<file path="src/rtl/synth_ctl_pkg.sv">
package synth_ctl_pkg;
  localparam int WORD_W    = 24;
  localparam int MAIN_W    = 17;
  localparam int REF_W     = 12;
  localparam int TEST_W    = 2;
  localparam int EXT_W     = 2;
  localparam int BAND_N    = 3;
  localparam int DEVA_W    = 6;
  localparam int MAIN_MIN  = 4032;
  localparam int REF_MIN   = 20;
  localparam int SEL_BIT   = 0;
  localparam int DIV_LSB   = 1;
  localparam int POL_BIT   = DIV_LSB + REF_W;
  localparam int THR_BIT   = POL_BIT + 1;
  localparam int EXT_LSB   = THR_BIT + 1;
  localparam int PORT_LSB  = EXT_LSB + EXT_W;
  localparam int TEST_LSB  = DIV_LSB + MAIN_W;
  localparam int USED_W    = PORT_LSB + BAND_N;
  localparam int NBYTES    = WORD_W / 8;

  typedef enum logic [1:0] {
    ST_IDLE = 2'd0,
    ST_ADDR = 2'd1,
    ST_DATA = 2'd2,
    ST_SKIP = 2'd3
  } i2c_st_t;
endpackage

</file>
<file path="src/rtl/synth_pin_sync.sv">
module synth_pin_sync #(
  parameter int W = 4
) (
  input  logic         clk,
  input  logic         rst,
  input  logic [W-1:0] d,
  output logic [W-1:0] q
);
  logic [W-1:0] meta;

  always_ff @(posedge clk) begin
    if (rst) begin
      meta <= '1;
      q    <= '1;
    end else begin
      meta <= d;
      q    <= meta;
    end
  end
endmodule

</file>
<file path="src/rtl/synth_tw_rx.sv">
module synth_tw_rx import synth_ctl_pkg::*; (
  input  logic              clk,
  input  logic              rst,
  input  logic              en,
  input  logic              sclk,
  input  logic              sdat,
  input  logic              cen,
  output logic              word_v,
  output logic [WORD_W-1:0] word
);
  localparam int CNT_W = $clog2(WORD_W + 2);
  localparam logic [CNT_W-1:0] FULL = CNT_W'(WORD_W);
  localparam logic [CNT_W-1:0] OVER = CNT_W'(WORD_W + 1);

  logic              sclk_q, cen_q;
  logic [CNT_W-1:0]  cnt;
  logic [WORD_W-1:0] sr;

  always_ff @(posedge clk) begin
    if (rst || !en) begin
      sclk_q <= sclk;
      cen_q  <= cen;
      cnt    <= '0;
      word_v <= 1'b0;
    end else begin
      sclk_q <= sclk;
      cen_q  <= cen;
      word_v <= 1'b0;
      if (cen && !cen_q) begin
        if (cnt == FULL) begin
          word   <= sr;
          word_v <= 1'b1;
        end
        cnt <= '0;
      end else if (!cen && sclk && !sclk_q) begin
        sr <= {sr[WORD_W-2:0], sdat};
        if (cnt != OVER) cnt <= cnt + 1'b1;
      end
    end
  end

  p_single_pulse_r3: assert property (@(posedge clk) disable iff (rst)
    word_v |=> !word_v);
  p_idle_when_off_r1: assert property (@(posedge clk) disable iff (rst)
    !en |=> !word_v);
endmodule

</file>
<file path="src/rtl/synth_i2c_wr.sv">
module synth_i2c_wr import synth_ctl_pkg::*; #(
  parameter logic [DEVA_W-1:0] DEV_ADDR = 6'b110001
) (
  input  logic              clk,
  input  logic              rst,
  input  logic              en,
  input  logic              scl,
  input  logic              sda,
  input  logic              ce,
  output logic              sda_oe,
  output logic              word_v,
  output logic [WORD_W-1:0] word
);
  localparam int BC_W = $clog2(NBYTES + 1);
  localparam logic [BC_W-1:0] NB = BC_W'(NBYTES);

  i2c_st_t           state;
  logic              scl_q, sda_q, ack_ok;
  logic [3:0]        bitcnt;
  logic [BC_W-1:0]   nbytes;
  logic [7:0]        sr;
  logic [WORD_W-1:0] wsr;
  logic              scl_rise, scl_fall, start_c, stop_c;
  logic [7:0]        byte_in;

  assign scl_rise = scl && !scl_q;
  assign scl_fall = !scl && scl_q;
  assign start_c  = scl && scl_q && sda_q && !sda;
  assign stop_c   = scl && scl_q && !sda_q && sda;
  assign byte_in  = {sr[6:0], sda};

  always_ff @(posedge clk) begin
    if (rst || !en) begin
      scl_q  <= scl;
      sda_q  <= sda;
      state  <= ST_IDLE;
      bitcnt <= '0;
      nbytes <= '0;
      ack_ok <= 1'b0;
      sda_oe <= 1'b0;
      word_v <= 1'b0;
    end else begin
      scl_q  <= scl;
      sda_q  <= sda;
      word_v <= 1'b0;
      if (start_c) begin
        state  <= ST_ADDR;
        bitcnt <= '0;
        nbytes <= '0;
        sda_oe <= 1'b0;
      end else if (stop_c) begin
        if (state == ST_DATA && nbytes == NB && bitcnt <= 4'd1) begin
          word   <= wsr;
          word_v <= 1'b1;
        end
        state  <= ST_IDLE;
        sda_oe <= 1'b0;
      end else if (state != ST_IDLE) begin
        if (scl_rise) begin
          if (bitcnt == 4'd8) begin
            bitcnt <= '0;
            case (state)
              ST_ADDR: state <= ack_ok ? ST_DATA : ST_SKIP;
              ST_DATA: if (ack_ok) nbytes <= nbytes + 1'b1;
                       else        state  <= ST_SKIP;
              default: ;
            endcase
          end else begin
            bitcnt <= bitcnt + 1'b1;
            sr     <= byte_in;
            if (state == ST_DATA && nbytes != NB)
              wsr <= {wsr[WORD_W-2:0], sda};
            if (bitcnt == 4'd7)
              ack_ok <= (state == ST_ADDR) ?
                        (byte_in[7:2] == DEV_ADDR && byte_in[1] == ce && !byte_in[0]) :
                        (state == ST_DATA && nbytes != NB);
          end
        end
        if (scl_fall) sda_oe <= (bitcnt == 4'd8) && ack_ok;
      end
    end
  end

  p_ack_while_low_r5: assert property (@(posedge clk) disable iff (rst)
    $rose(sda_oe) |-> !scl);
  p_off_no_ack_r1: assert property (@(posedge clk) disable iff (rst)
    !en |=> !sda_oe);
  p_word_from_data_r6: assert property (@(posedge clk) disable iff (rst)
    word_v |-> $past(state) == ST_DATA);
endmodule

</file>
<file path="src/rtl/synth_ctl_regs.sv">
module synth_ctl_regs import synth_ctl_pkg::*; (
  input  logic              clk,
  input  logic              rst,
  input  logic              load,
  input  logic [WORD_W-1:0] word,
  output logic [MAIN_W-1:0] main_div,
  output logic [TEST_W-1:0] test_bits,
  output logic [REF_W-1:0]  ref_div,
  output logic              pd_pol,
  output logic              unlock_thr,
  output logic [EXT_W-1:0]  unlock_ext,
  output logic [BAND_N-1:0] band_n,
  output logic              clamp_flag
);
  localparam logic [MAIN_W-1:0] MAIN_FLOOR = MAIN_W'(MAIN_MIN);
  localparam logic [REF_W-1:0]  REF_FLOOR  = REF_W'(REF_MIN);

  logic [MAIN_W-1:0] main_raw;
  logic [REF_W-1:0]  ref_raw;
  logic              main_lo, ref_lo;
  logic              unused_dc;

  assign main_raw  = word[DIV_LSB +: MAIN_W];
  assign ref_raw   = word[DIV_LSB +: REF_W];
  assign main_lo   = main_raw < MAIN_FLOOR;
  assign ref_lo    = ref_raw < REF_FLOOR;
  assign unused_dc = ^word[WORD_W-1:USED_W];

  always_ff @(posedge clk) begin
    if (rst) begin
      main_div   <= MAIN_FLOOR;
      test_bits  <= '0;
      ref_div    <= REF_FLOOR;
      pd_pol     <= 1'b0;
      unlock_thr <= 1'b0;
      unlock_ext <= '0;
      band_n     <= '1;
      clamp_flag <= 1'b0;
    end else if (load) begin
      if (word[SEL_BIT]) begin
        main_div   <= main_lo ? MAIN_FLOOR : main_raw;
        test_bits  <= word[TEST_LSB +: TEST_W];
        clamp_flag <= main_lo;
      end else begin
        ref_div    <= ref_lo ? REF_FLOOR : ref_raw;
        pd_pol     <= word[POL_BIT];
        unlock_thr <= word[THR_BIT];
        unlock_ext <= word[EXT_LSB +: EXT_W];
        band_n     <= ~word[PORT_LSB +: BAND_N];
        clamp_flag <= ref_lo;
      end
    end
  end

  p_main_floor_r8: assert property (@(posedge clk) disable iff (rst)
    main_div >= MAIN_FLOOR);
  p_ref_floor_r8: assert property (@(posedge clk) disable iff (rst)
    ref_div >= REF_FLOOR);
  p_main_keeps_ref_r4: assert property (@(posedge clk) disable iff (rst)
    (load && word[SEL_BIT]) |=> $stable(ref_div) && $stable(band_n) && $stable(pd_pol));
  p_ref_keeps_main_r4: assert property (@(posedge clk) disable iff (rst)
    (load && !word[SEL_BIT]) |=> $stable(main_div) && $stable(test_bits));
endmodule

</file>
<file path="src/rtl/synth_ctl_if.sv">
module synth_ctl_if import synth_ctl_pkg::*; #(
  parameter logic [DEVA_W-1:0] DEV_ADDR = 6'b110001
) (
  input  logic              clk,
  input  logic              rst,
  input  logic              bus_sel,
  input  logic              i2c_rst_n,
  input  logic              sclk_i,
  input  logic              sdat_i,
  input  logic              ce_i,
  output logic              sdat_oe,
  output logic [MAIN_W-1:0] main_div,
  output logic [TEST_W-1:0] test_bits,
  output logic [REF_W-1:0]  ref_div,
  output logic              pd_pol,
  output logic              unlock_thr,
  output logic [EXT_W-1:0]  unlock_ext,
  output logic [BAND_N-1:0] band_n,
  output logic              clamp_flag
);
  logic [4:0]        pins_s;
  logic              sel_s, irst_n_s, sclk_s, sdat_s, ce_s;
  logic              tw_v, i2c_v, load;
  logic [WORD_W-1:0] tw_word, i2c_word, word;

  synth_pin_sync #(.W(5)) u_sync (
    .clk(clk), .rst(rst),
    .d({bus_sel, i2c_rst_n, sclk_i, sdat_i, ce_i}),
    .q(pins_s)
  );
  assign {sel_s, irst_n_s, sclk_s, sdat_s, ce_s} = pins_s;

  synth_tw_rx u_tw (
    .clk(clk), .rst(rst), .en(!sel_s),
    .sclk(sclk_s), .sdat(sdat_s), .cen(ce_s),
    .word_v(tw_v), .word(tw_word)
  );

  synth_i2c_wr #(.DEV_ADDR(DEV_ADDR)) u_i2c (
    .clk(clk), .rst(rst), .en(sel_s && irst_n_s),
    .scl(sclk_s), .sda(sdat_s), .ce(ce_s),
    .sda_oe(sdat_oe), .word_v(i2c_v), .word(i2c_word)
  );

  assign load = tw_v || i2c_v;
  assign word = i2c_v ? i2c_word : tw_word;

  synth_ctl_regs u_regs (
    .clk(clk), .rst(rst), .load(load), .word(word),
    .main_div(main_div), .test_bits(test_bits), .ref_div(ref_div),
    .pd_pol(pd_pol), .unlock_thr(unlock_thr), .unlock_ext(unlock_ext),
    .band_n(band_n), .clamp_flag(clamp_flag)
  );

  p_one_source_r1: assert property (@(posedge clk) disable iff (rst)
    !(tw_v && i2c_v));
endmodule

</file>
<file path="config.mk">
export PLATFORM = sky130hd
export DESIGN_NAME = synth_ctl_if
export DESIGN_NICKNAME = d
export VERILOG_FILES = /design/src/rtl/synth_ctl_pkg.sv /design/src/rtl/synth_pin_sync.sv /design/src/rtl/synth_tw_rx.sv /design/src/rtl/synth_i2c_wr.sv /design/src/rtl/synth_ctl_regs.sv /design/src/rtl/synth_ctl_if.sv
export SDC_FILE = /design/constraint.sdc
export NUM_CORES = 1
export LEC_CHECK = 0
export ABC_AREA = 1
export CORE_ASPECT_RATIO = 1.5
export CORE_UTILIZATION = 57
export CTS_CLUSTER_DIAMETER = 50
export DETAILED_ROUTE_END_ITERATION = 12
export PLACE_DENSITY_LB_ADDON = 0.05
export SLEW_MARGIN = 20
export SYNTH_ARGS = -nofsm -noshare
export SYNTH_HDL_FRONTEND = slang
export SYNTH_SLANG_ARGS = --single-unit
export TNS_END_PERCENT = 5
</file>
<file path="constraint.sdc">
create_clock -name clk -period 4.4 [get_ports clk]
set_input_delay 0.88 -clock clk [delete_from_list [all_inputs] [get_ports clk]]
set_output_delay 0.88 -clock clk [all_outputs]
set_load 0.1 [all_outputs]
</file>
==> metrics, run 1 <==
most frequent CP cell=inv_1; global-route wire length before repair=around 17 mm; Worst-Skew Late Latency=0.41 ns; RSZ-0062 raised after global routing=false; Final Power=2.931 mW; remaining antenna violation count=0; combinational share of power=0.011; CP required=roughly 4.4 ns; global route overflow=0; MaxCap Viol Count=0; Layout area overhead=18.55%; Post-CTS Setup Bufs=0; CTS Buffer Depth=2; clock buffer count from CTS=17; PwrDens=roughly 420 nW/um2; Routed WL per cell=about 15 um; area of the multi-input gates=roughly 1600 um2; # rows=45; ys async rst share=0; Max Clock Skew=~0.0067 ns; register clock-pin slew on the reported worst setup and hold paths=0.06 ns; core area=10,130 um2; Critical Path, Cell by Cell=clkdlybuf4s50_1, inv_1, nand3_1, inv_1, nand2_1, nor3_1; part of the power in the clock network=0.466; Hold Path Depth=0; IO Pins=47; CTS sink cnt=~160; post-synthesis cell area=5956 um2; Hold Path Class=reg -> reg; number of DRC markers in iteration 0=approximately 130; CP peak stage delay=roughly 0.65 ns; die height=approximately 130 um; H-tree lvl count=4; slew margin rel.=0.3455; Final #Nets=between 500 and 600; cell count of the worst reg-to-reg path=9; CP top delay family=simple AND/OR/NAND/NOR gates; register area=roughly 4000 um2; switching fraction of total power=0.1923; Vias=approximately 3.7k; Slowest cell on crit path=nor3_1; Vias/cell=between 5 and 6; routability cong.=about 0.85; Synth cell types=41; Slew Limit Fails=0; DR pass1 iterations=4; CP Depth=6; share of cells above drive strength 1=0.1504; port bufs=46; post-synth net total=around 530; post_cts resized=0; Root Buffer=clkbuf_16; Psw=around 560 uW; Peak VDD IR=~0.00035 V; WP buf/inv=3; P_leak=about 2.6 nW; minimum clock period=roughly 2.8 ns; WL final=roughly 11 mm; total track usage=0.2104; type of origin of the critical path=primary input; Flop pwr share=0.523; post-synthesis instance total=between 500 and 600; placed cells=670; setup_tns=0 ns; final hold violation count=0; initial antenna violation count=0; Yosys warning count=0; Die X=roughly 85 um; ys flop type=edfxtp_1; crit share post-route=0.6387; CP endpoint kind=register; Die ar.=between 10,000 and 15,000 um2; Seq/Total Area, Yosys=0.6706; hpwl dp=~7.5 mm; status=complete, no violations; number of global-route vias before repair=approximately 3.6k; FMAX=~360 MHz; Pint=2.367 mW; EDFF count, synth=between 80 and 90; non-filler cells, final=702; top fanout value on the critical path=11; # DRC=0; crit path kind=in -> reg; final setup fails=0; Starting Density=0.5877; syn_area_per_cell=around 12 um2; CTS tree=built; Worst Tran Pin Value=between 0.9 and 1 ns; Final Util=0.6967; hold-fix buffers at CTS=0; n_diodes=0; data arrival time of the critical path=approximately 2.8 ns; synthesized flop and latch total=between 150 and 200; fillers=approximately 730; largest net degree at the start of global routing=34
[metal layers]
layer / routed length [um] / global-route usage / vias to the layer above
li1: - / - / 1845
met1: 4232 / 0.2270 / 1745
met2: 5722 / 0.3840 / 69
met3: 245 / 0.04651 / 21
met4: 323 / 0.1039 / 0
met5: 0 / 0 / -
[area by class of cell]
| cell class | instances | share of cell area |
|---|---|---|
| Clock buffer | 24 | 0.07337 |
| Sequential cell | 156 | 0.5657 |
| Inverter | 56 | 0.03154 |
| Timing Repair Buffer | 52 | 0.07159 |
| Clock inverter | 8 | 0.007620 |
| Multi-Input combinational cell | 289 | 0.2295 |
| Tap cell | 117 | 0.02073 |
[worst register-to-register path, delay by kind of cell (launching register included)]
family,cells,cell delay [ns]
simple gates,7,1.13
buf+inv,2,0.37
flops,1,0.79
[cells in the final DEF (no fill, tap or decap), types with 2 or more instances in the layout]
cell,instances
nand2_1,92
edfxtp_1,87
dfxtp_1,69
inv_1,52
clkdlybuf4s50_1,46
nor2_1,31
a21oi_1,27
o21ai_0,23
clkbuf_16,19
nand3_1,12
or2_2,12
nor2_2,11
ha_1,11
nor3_1,9
o21a_1,8
nand2_2,7
nand4_1,6
o211ai_1,6
buf_4,6
o21ai_1,5
a211oi_2,5
o2111ai_1,3
nand3_2,3
nor2_4,3
inv_4,3
clkinv_2,3
nor3_2,2
nand2_4,2
mux2i_1,2
clkbuf_8,2
clkinvlp_4,2
clkbuf_1,2
[logic make-up after synthesis]
| group | count (synthesis) | share of synthesized area |
|---|---|---|
| mux | 2 | 0.003361 |
| flops | 156 | 0.6706 |
| fa+ha+maj | 11 | 0.02311 |
| xor+xnor | 2 | 0.002942 |
| compound gates | 78 | 0.08004 |
| buf+inv | 70 | 0.06008 |
| simple gates | 196 | 0.1599 |
[power by group through the flow]
stage	clock network, mW	logic [mW]	registers, mW
global route	1.45	0.0375	1.53
finish	1.37	0.0329	1.53
floorplan	0	0.0220	1.56
detailed placement	0	0.0332	1.56
CTS	1.40	0.0333	1.53
global placement	0	0.0326	1.56
[stage by stage]
| stage | instance area, um2 | setup slack, ns | hold slack (ns) |
|---|---|---|---|
| after floorplan | 5956 | 0.7945 | 0.3595 |
| after detailed placement | 6489 | 1.128 | 0.3705 |
| final | 7061 | 1.590 | 0.3792 |
| after global placement | 6489 | 1.238 | 0.3676 |
| after global routing | 7061 | 1.440 | 0.3882 |
| after CTS | 7061 | 1.588 | 0.3788 |
[synth_stat cells (7+ instances only)]
cell type   n  area (um2)
nand2_1    92       345.3
edfxtp_1   87        2613
nor3_1     11       55.05
nand3_1    12       60.06
a21oi_1    27       135.1
inv_1      52       195.2
nor2_1     31       116.4
o21ai_0    23       115.1
or2_2      12       75.07
dfxtp_1    69        1381
o21a_1      8       60.06
nand2_2     7       43.79
nor2_2     11       68.82
ha_1       11       137.6
[sequential cells by signal, summed over array words and instances (netlist names), 3 cells and up]
register         cells
u_regs.band_n        3
u_tw.sr             20
u_regs.ref_div      12
u_sync.meta          5
u_sync.q             5
u_tw.cnt             5
u_i2c.bitcnt         4
u_i2c.wsr           20
u_i2c.sr             7
u_i2c.word          20
u_tw.word           20
u_regs.main_div     17
[final timing paths]
path | from | endpoint | slack (ns)
hold reg to reg | u_sync.q[2] | u_i2c.scl_q | 0.38
hold / removal | u_sync.q[2] | u_i2c.scl_q | 0.38
setup reg to reg | u_i2c.word_v | u_regs.ref_div[1] | 2.01
setup / recovery | rst | u_i2c.sr[6] | 1.59
Note: power is estimated with default switching activity, not from simulation.
==> run 2, diff against run 1 <==
CORE_UTILIZATION = 52   (was 57)
clock period = 2.3 ns   (was 4.4 ns; I/O delays follow)
==> run 2 against run 1 <==
  * Critical path depth grew 1
  * Worst hold slack lost 0.0011 ns
  * Via count unchanged
  * Sequential power grew 92%
  * Total power rose by 94%
  * Clock-buffer cell count is 6 lower
  * Global-route usage fell by 1.9 points
  * Highest routed layer unchanged
==> metrics, run 2 (synthesis results as in run 1) <==
status=complete, no violations (unchanged); Starting Density=0.5359 (was 0.5877); # DRC=0 (unchanged); Critical Path, Cell by Cell=nand2_2, nand2_4, inv_4, nor2_8, buf_4, nor2_1, a211oi_2 (was clkdlybuf4s50_1, inv_1, nand3_1, inv_1, nand2_1, nor3_1); fin area=7109 um2 (was 7061 um2); setup_tns=0 ns (unchanged); Setup WS pre-CTS=0.2688 ns (was 1.128 ns); largest net degree at the start of global routing=30 (was 34); clock buffer count from CTS=17 (unchanged); minimum clock period=about 1.9 ns; Setup WS post-layout=0.3567 ns (was 1.590 ns); final setup fails=0 (unchanged); final hold violation count=0 (unchanged); Die ar.=11,890 um2 (was 10,870 um2); H-tree lvl count=4 (unchanged); DR pass1 iterations=5 (was 4); type of origin of the critical path=register (was primary input); Vias=3,680 (unchanged); register clock-pin slew on the reported worst setup and hold paths=0.06 ns (about the same); crit path kind=reg -> reg (was in -> reg); Post-CTS Setup Bufs=0 (unchanged); core area=11,110 um2 (was 10,130 um2); Routed WL per cell=14.17 um (was 14.99 um); Min Hold Slack=0.3781 ns (was 0.3792 ns); hold-fix buffers at CTS=0 (unchanged); P_leak=2.670 nW (was 2.582 nW); most frequent cells in the layout=92 x nand2_1, 87 x edfxtp_1, 69 x dfxtp_1, 52 x inv_1, 51 x buf_4 (was 92 x nand2_1, 87 x edfxtp_1, 69 x dfxtp_1, 52 x inv_1, 46 x clkdlybuf4s50_1); Global Route met2 Usage=0.3321 (was 0.3840); Final Power=5.695 mW (was 2.931 mW); routability cong.=1.026 (was 0.8521); crit share post-route=0.8449; top fanout value on the critical path=15 (was 11); initial antenna violation count=0 (unchanged); Hold Path Class=reg -> reg (unchanged); Root Buffer=clkbuf_16 (unchanged); GRT Max-Usage Layer=met2 (unchanged); Max Clock Skew=0.01145 ns (was 0.006663 ns); global route overflow=0 (unchanged); share of cells above drive strength 1=0.2293 (was 0.1504); Worst-Skew Late Latency=0.42 ns (was 0.41 ns); commonest non-fill, non-tap cell in the layout=nand2_1 (unchanged); remaining antenna violation count=0 (unchanged); FMAX=514.6 MHz; Peak VDD IR=0.0005476 V (was 0.0003526 V); RSZ-0062 raised after global routing=false (unchanged); WL final=10.49 mm (was 10.52 mm); CTS tree=built (unchanged); M3 GR Usage=0.04741 (was 0.04651); number of DRC markers in iteration 0=125 (was 133); port bufs=46 (unchanged); CTS sink cnt=156 (unchanged); # rows=47 (was 45); die height=133.1 um (was 127.2 um); hpwl dp=7.598 mm (was 7.508 mm); Slew Limit Fails=0 (unchanged); Vias/cell=4.973 (was 5.242); Layout area overhead=19.37% (was 18.55%); CP peak stage delay=0.81 ns (was 0.65 ns); slew margin rel.=0.4906 (was 0.3455); data arrival time of the critical path=2.28 ns (was 2.84 ns); post_cts resized=0 (unchanged); total track usage=0.1915 (was 0.2104); global-route wire length before repair=16.57 mm (was 17.05 mm); MaxCap Viol Count=0 (unchanged); Slowest cell on crit path=dfxtp_1 (was nor3_1); PwrDens=801.0 nW/um2 (was 415.1 nW/um2); Cell Area, Placed=6533 um2 (was 6489 um2); CP required=2.64 ns (was 4.43 ns); Die X=89.38 um (was 85.46 um); CTS Buffer Depth=2 (unchanged); Worst Tran Pin Value=0.7631 ns (was 0.9786 ns); CP endpoint kind=register (unchanged); number of global-route vias before repair=3,471 (was 3,557); grt met1 use=0.2131 (was 0.2270); IO Pins=47 (unchanged); Final #Nets=598 (was 590); n_diodes=0 (unchanged)
run 2: cell types whose count changed in the layout (fill, tap and decap cells not counted), moves of 2 or more:
cell	before	now
clkinvlp_2	0	2
clkinv_2	3	0
clkbuf_16	19	17
clkinvlp_4	2	4
clkinv_4	1	4
clkbuf_8	2	0
clkdlybuf4s50_1	46	6
buf_12	0	3
bufinv_16	0	2
buf_4	6	51
run 2: per-layer routing:
layer	vias to the layer above	wire length, um
li1	1860	-
met1	1712	4309
met2	88	5512
met3	20	340
met4	0	323
met5	-	0
run 2: final timing paths:
check / end / depth (start not counted) / from / slack, ns
worst min register to register: u_i2c.scl_q / 0 / u_sync.q[2] / 0.38
worst max register to register: u_regs.main_div[16] / 7 / u_i2c.word_v / 0.36
worst min-delay path: u_i2c.scl_q / 0 / u_sync.q[2] / 0.38
worst max-delay path: u_regs.main_div[16] / 7 / u_i2c.word_v / 0.36
run 2: area by class of cell:
class,count,area (um2)
well taps,147,183.9
multi-input cells,289,1629
inverters,56,222.7
repair buffers,60,503.0
clock inverters,14,147.6
flip-flops and latches,156,3994
fillers,905,4005
clock buffers,18,429.2
run 2: power breakdown:
group | internal (mW) | switching [mW] | total, mW | leakage (nW)
clock network | 1.60 | 1.10 | 2.70 | 0.262
logic | 0.0287 | 0.0400 | 0.0686 | 1.07
registers | 2.92 | 0.00649 | 2.93 | 1.34
run 2: worst max-delay path, delay by kind of cell, from the launching register on:
kind / cells / cell delay [ns]
AOI/OAI and AO/OA: 1 / 0.13
buffers and inverters: 2 / 0.31
DFF: 1 / 0.81
and+or+nand+nor: 4 / 0.60
run 2: per-stage QoR:
step,std cells,util
after floorplan,515,-
final,740,0.6396
after detailed placement,708,0.5878
after global placement,708,0.5878
after global routing,740,0.6396
after CTS,740,0.6396
==> run 3, diff against run 2 <==
CORE_UTILIZATION = 57   (was 52)
clock period = 2.05 ns   (was 2.3 ns; I/O delays follow)
==> run 3 against run 2 <==
  * Sequential share of layout area is 0.13 points lower
  * Worst setup slack worse by 0.080 ns
  * Register-to-register slack got worse by 0.08 ns
  * Clock-buffer cell count shrank 1
  * Clock power rose by 18%
  * Fmax rose by 9.6%
  * Sequential power increased by 12%
  * Design area up 0.23%
==> metrics, run 3 (synthesis results as in run 1) <==
most frequent cells in the layout=92 x nand2_1, 87 x edfxtp_1, 69 x dfxtp_1, 51 x inv_1, 49 x buf_4 (was 92 x nand2_1, 87 x edfxtp_1, 69 x dfxtp_1, 52 x inv_1, 51 x buf_4); share of cells above drive strength 1=0.2348 (was 0.2293); data arrival time of the critical path=1.90 ns (was 2.28 ns); Slowest cell on crit path=dfxtp_1 (unchanged); Worst-Skew Late Latency=0.42 ns (about the same); Setup WS pre-CTS=0.06487 ns (was 0.2688 ns); cell count of the worst reg-to-reg path=6 (was 7); FMAX=564.0 MHz (was 514.6 MHz); n_diodes=0 (unchanged); PwrDens=920.7 nW/um2 (was 801.0 nW/um2); Root Buffer=clkbuf_16 (unchanged); Layout area overhead=19.64% (was 19.37%); Critical Path, Cell by Cell=inv_1, ha_1, nand3_1, inv_1, nor4_4, buf_12 (was nand2_2, nand2_4, inv_4, nor2_8, buf_4, nor2_1, a211oi_2); # rows=45 (was 47); DR pass1 iterations=5 (unchanged); Vias=3,670 (was 3,680); CP required=2.17 ns (was 2.64 ns); Final #Nets=597 (was 598); type of origin of the critical path=register (unchanged); worst reg2reg path startpoint=u_i2c.bitcnt[0] (was u_i2c.word_v); Worst Tran Pin Value=0.4365 ns (was 0.7631 ns); minimum clock period=1.773 ns (was 1.943 ns); Cell Area, Placed=6510 um2 (was 6533 um2); Post-CTS Setup Bufs=0 (unchanged); die height=127.2 um (was 133.1 um); Starting Density=0.5877 (was 0.5359); global route overflow=0 (unchanged); Routed WL per cell=14.58 um (was 14.17 um); placed cells=677 (was 708); status=complete, no violations (unchanged); largest net degree at the start of global routing=29 (was 30); WP buf/inv=3 (was 2); Hold Path Depth=0 (unchanged); RSZ-0062 raised after global routing=false (unchanged); CTS Buffer Depth=2 (unchanged); top fanout value on the critical path=20 (was 15); # DRC=0 (unchanged); H-tree lvl count=4 (unchanged); global-route wire length before repair=17.02 mm (was 16.57 mm); IO Pins=47 (unchanged); WL final=10.34 mm (was 10.49 mm); port bufs=46 (unchanged); Die ar.=10,870 um2 (was 11,890 um2); MaxCap Viol Count=0 (unchanged); clock buffer count from CTS=17 (unchanged); fillers=732 (was 905); crit path kind=reg -> reg (unchanged); CP peak stage delay=0.40 ns (was 0.81 ns); most frequent CP cell=inv_1; Peak VDD IR=0.0006242 V (was 0.0005476 V); post_cts resized=0 (unchanged); R2R Setup Slk=0.28 ns (was 0.36 ns); hold-fix buffers at CTS=0 (unchanged); CP endpoint kind=register (unchanged); remaining antenna violation count=0 (unchanged); register clock-pin slew on the reported worst setup and hold paths=0.06 ns (about the same); non-filler cells, final=709 (was 740); routability cong.=0.9731 (was 1.026); area of the multi-input gates=1637 um2 (was 1629 um2); initial antenna violation count=0 (unchanged); P_leak=2.692 nW (was 2.670 nW); register area=3994 um2 (unchanged); number of global-route vias before repair=3,546 (was 3,471); core area=10,130 um2 (was 11,110 um2); Die X=85.46 um (was 89.38 um); Hold Path Class=reg -> reg (unchanged); slew margin rel.=0.7090 (was 0.4906); total track usage=0.2111 (was 0.1915); Vias/cell=5.176 (was 4.973); Max Clock Skew=0.007560 ns (was 0.01145 ns); Reg-to-Reg End=u_i2c.wsr[19] (was u_regs.main_div[16]); Hold EP=u_i2c.scl_q (unchanged); Slew Limit Fails=0 (unchanged); Min Hold Slack=0.3852 ns (was 0.3781 ns); CP top delay family=simple AND/OR/NAND/NOR gates (was flip-flops); crit share post-route=0.8649 (was 0.8449); final hold violation count=0 (unchanged); hold_sp=u_sync.q[2] (unchanged); hpwl dp=7.460 mm (was 7.598 mm); fin area=7126 um2 (was 7109 um2); commonest non-fill, non-tap cell in the layout=nand2_1 (unchanged); CTS sink cnt=156 (unchanged); final setup fails=0 (unchanged); number of DRC markers in iteration 0=117 (was 125); CTS tree=built (unchanged); Setup WS post-layout=0.2770 ns (was 0.3567 ns)
[run 3: how the worst max path moves through the flow]
stage,from,to,slack [ns],depth (start not counted)
after global placement,rst,u_i2c.word[1],0.09,6
final,u_i2c.bitcnt[0],u_i2c.wsr[19],0.28,6
after CTS,u_i2c.bitcnt[0],u_i2c.wsr[5],0.26,6
after floorplan,rst,u_tw.sr[0],-0.35,3
after detailed placement,rst,u_i2c.sr[4],0.06,7
after global routing,u_i2c.bitcnt[0],u_i2c.wsr[5],0.15,6
[run 3: where the power goes]
part	total (mW)	switching [mW]	internal [mW]
sequential	3.29	0.00732	3.28
clock	3.19	1.26	1.94
combinational	0.0786	0.0460	0.0326
total	6.56	1.31	5.25
[run 3: final cells by class]
type                       count  share of cell area
clock buffer                  17             0.05970
sequential                   156              0.5605
timing repair buffer          59             0.07129
tap                          117             0.02054
multi-input combinational    289              0.2297
clock inverter                15             0.02669
inverter                      56             0.03161
[run 3: layer usage]
| metal | vias up | wire [um] | GRT usage |
|---|---|---|---|
| li1 | 1866 | - | - |
| met1 | 1696 | 4241 | 0.2336 |
| met2 | 79 | 5439 | 0.3647 |
| met3 | 29 | 319 | 0.05749 |
| met4 | 0 | 337 | 0.1176 |
| met5 | - | 0 | 0 |
[run 3: per-stage QoR]
step | utilization | power, mW | setup TNS (ns)
5_1_grt | 0.7031 | 6.773 | 0
3_5_place_dp | 0.6423 | 3.436 | 0
6_report | 0.7031 | 6.560 | 0
4_1_cts | 0.7031 | 6.628 | 0
2_1_floorplan | - | 3.402 | -6.938
3_3_place_gp | 0.6423 | 3.434 | 0
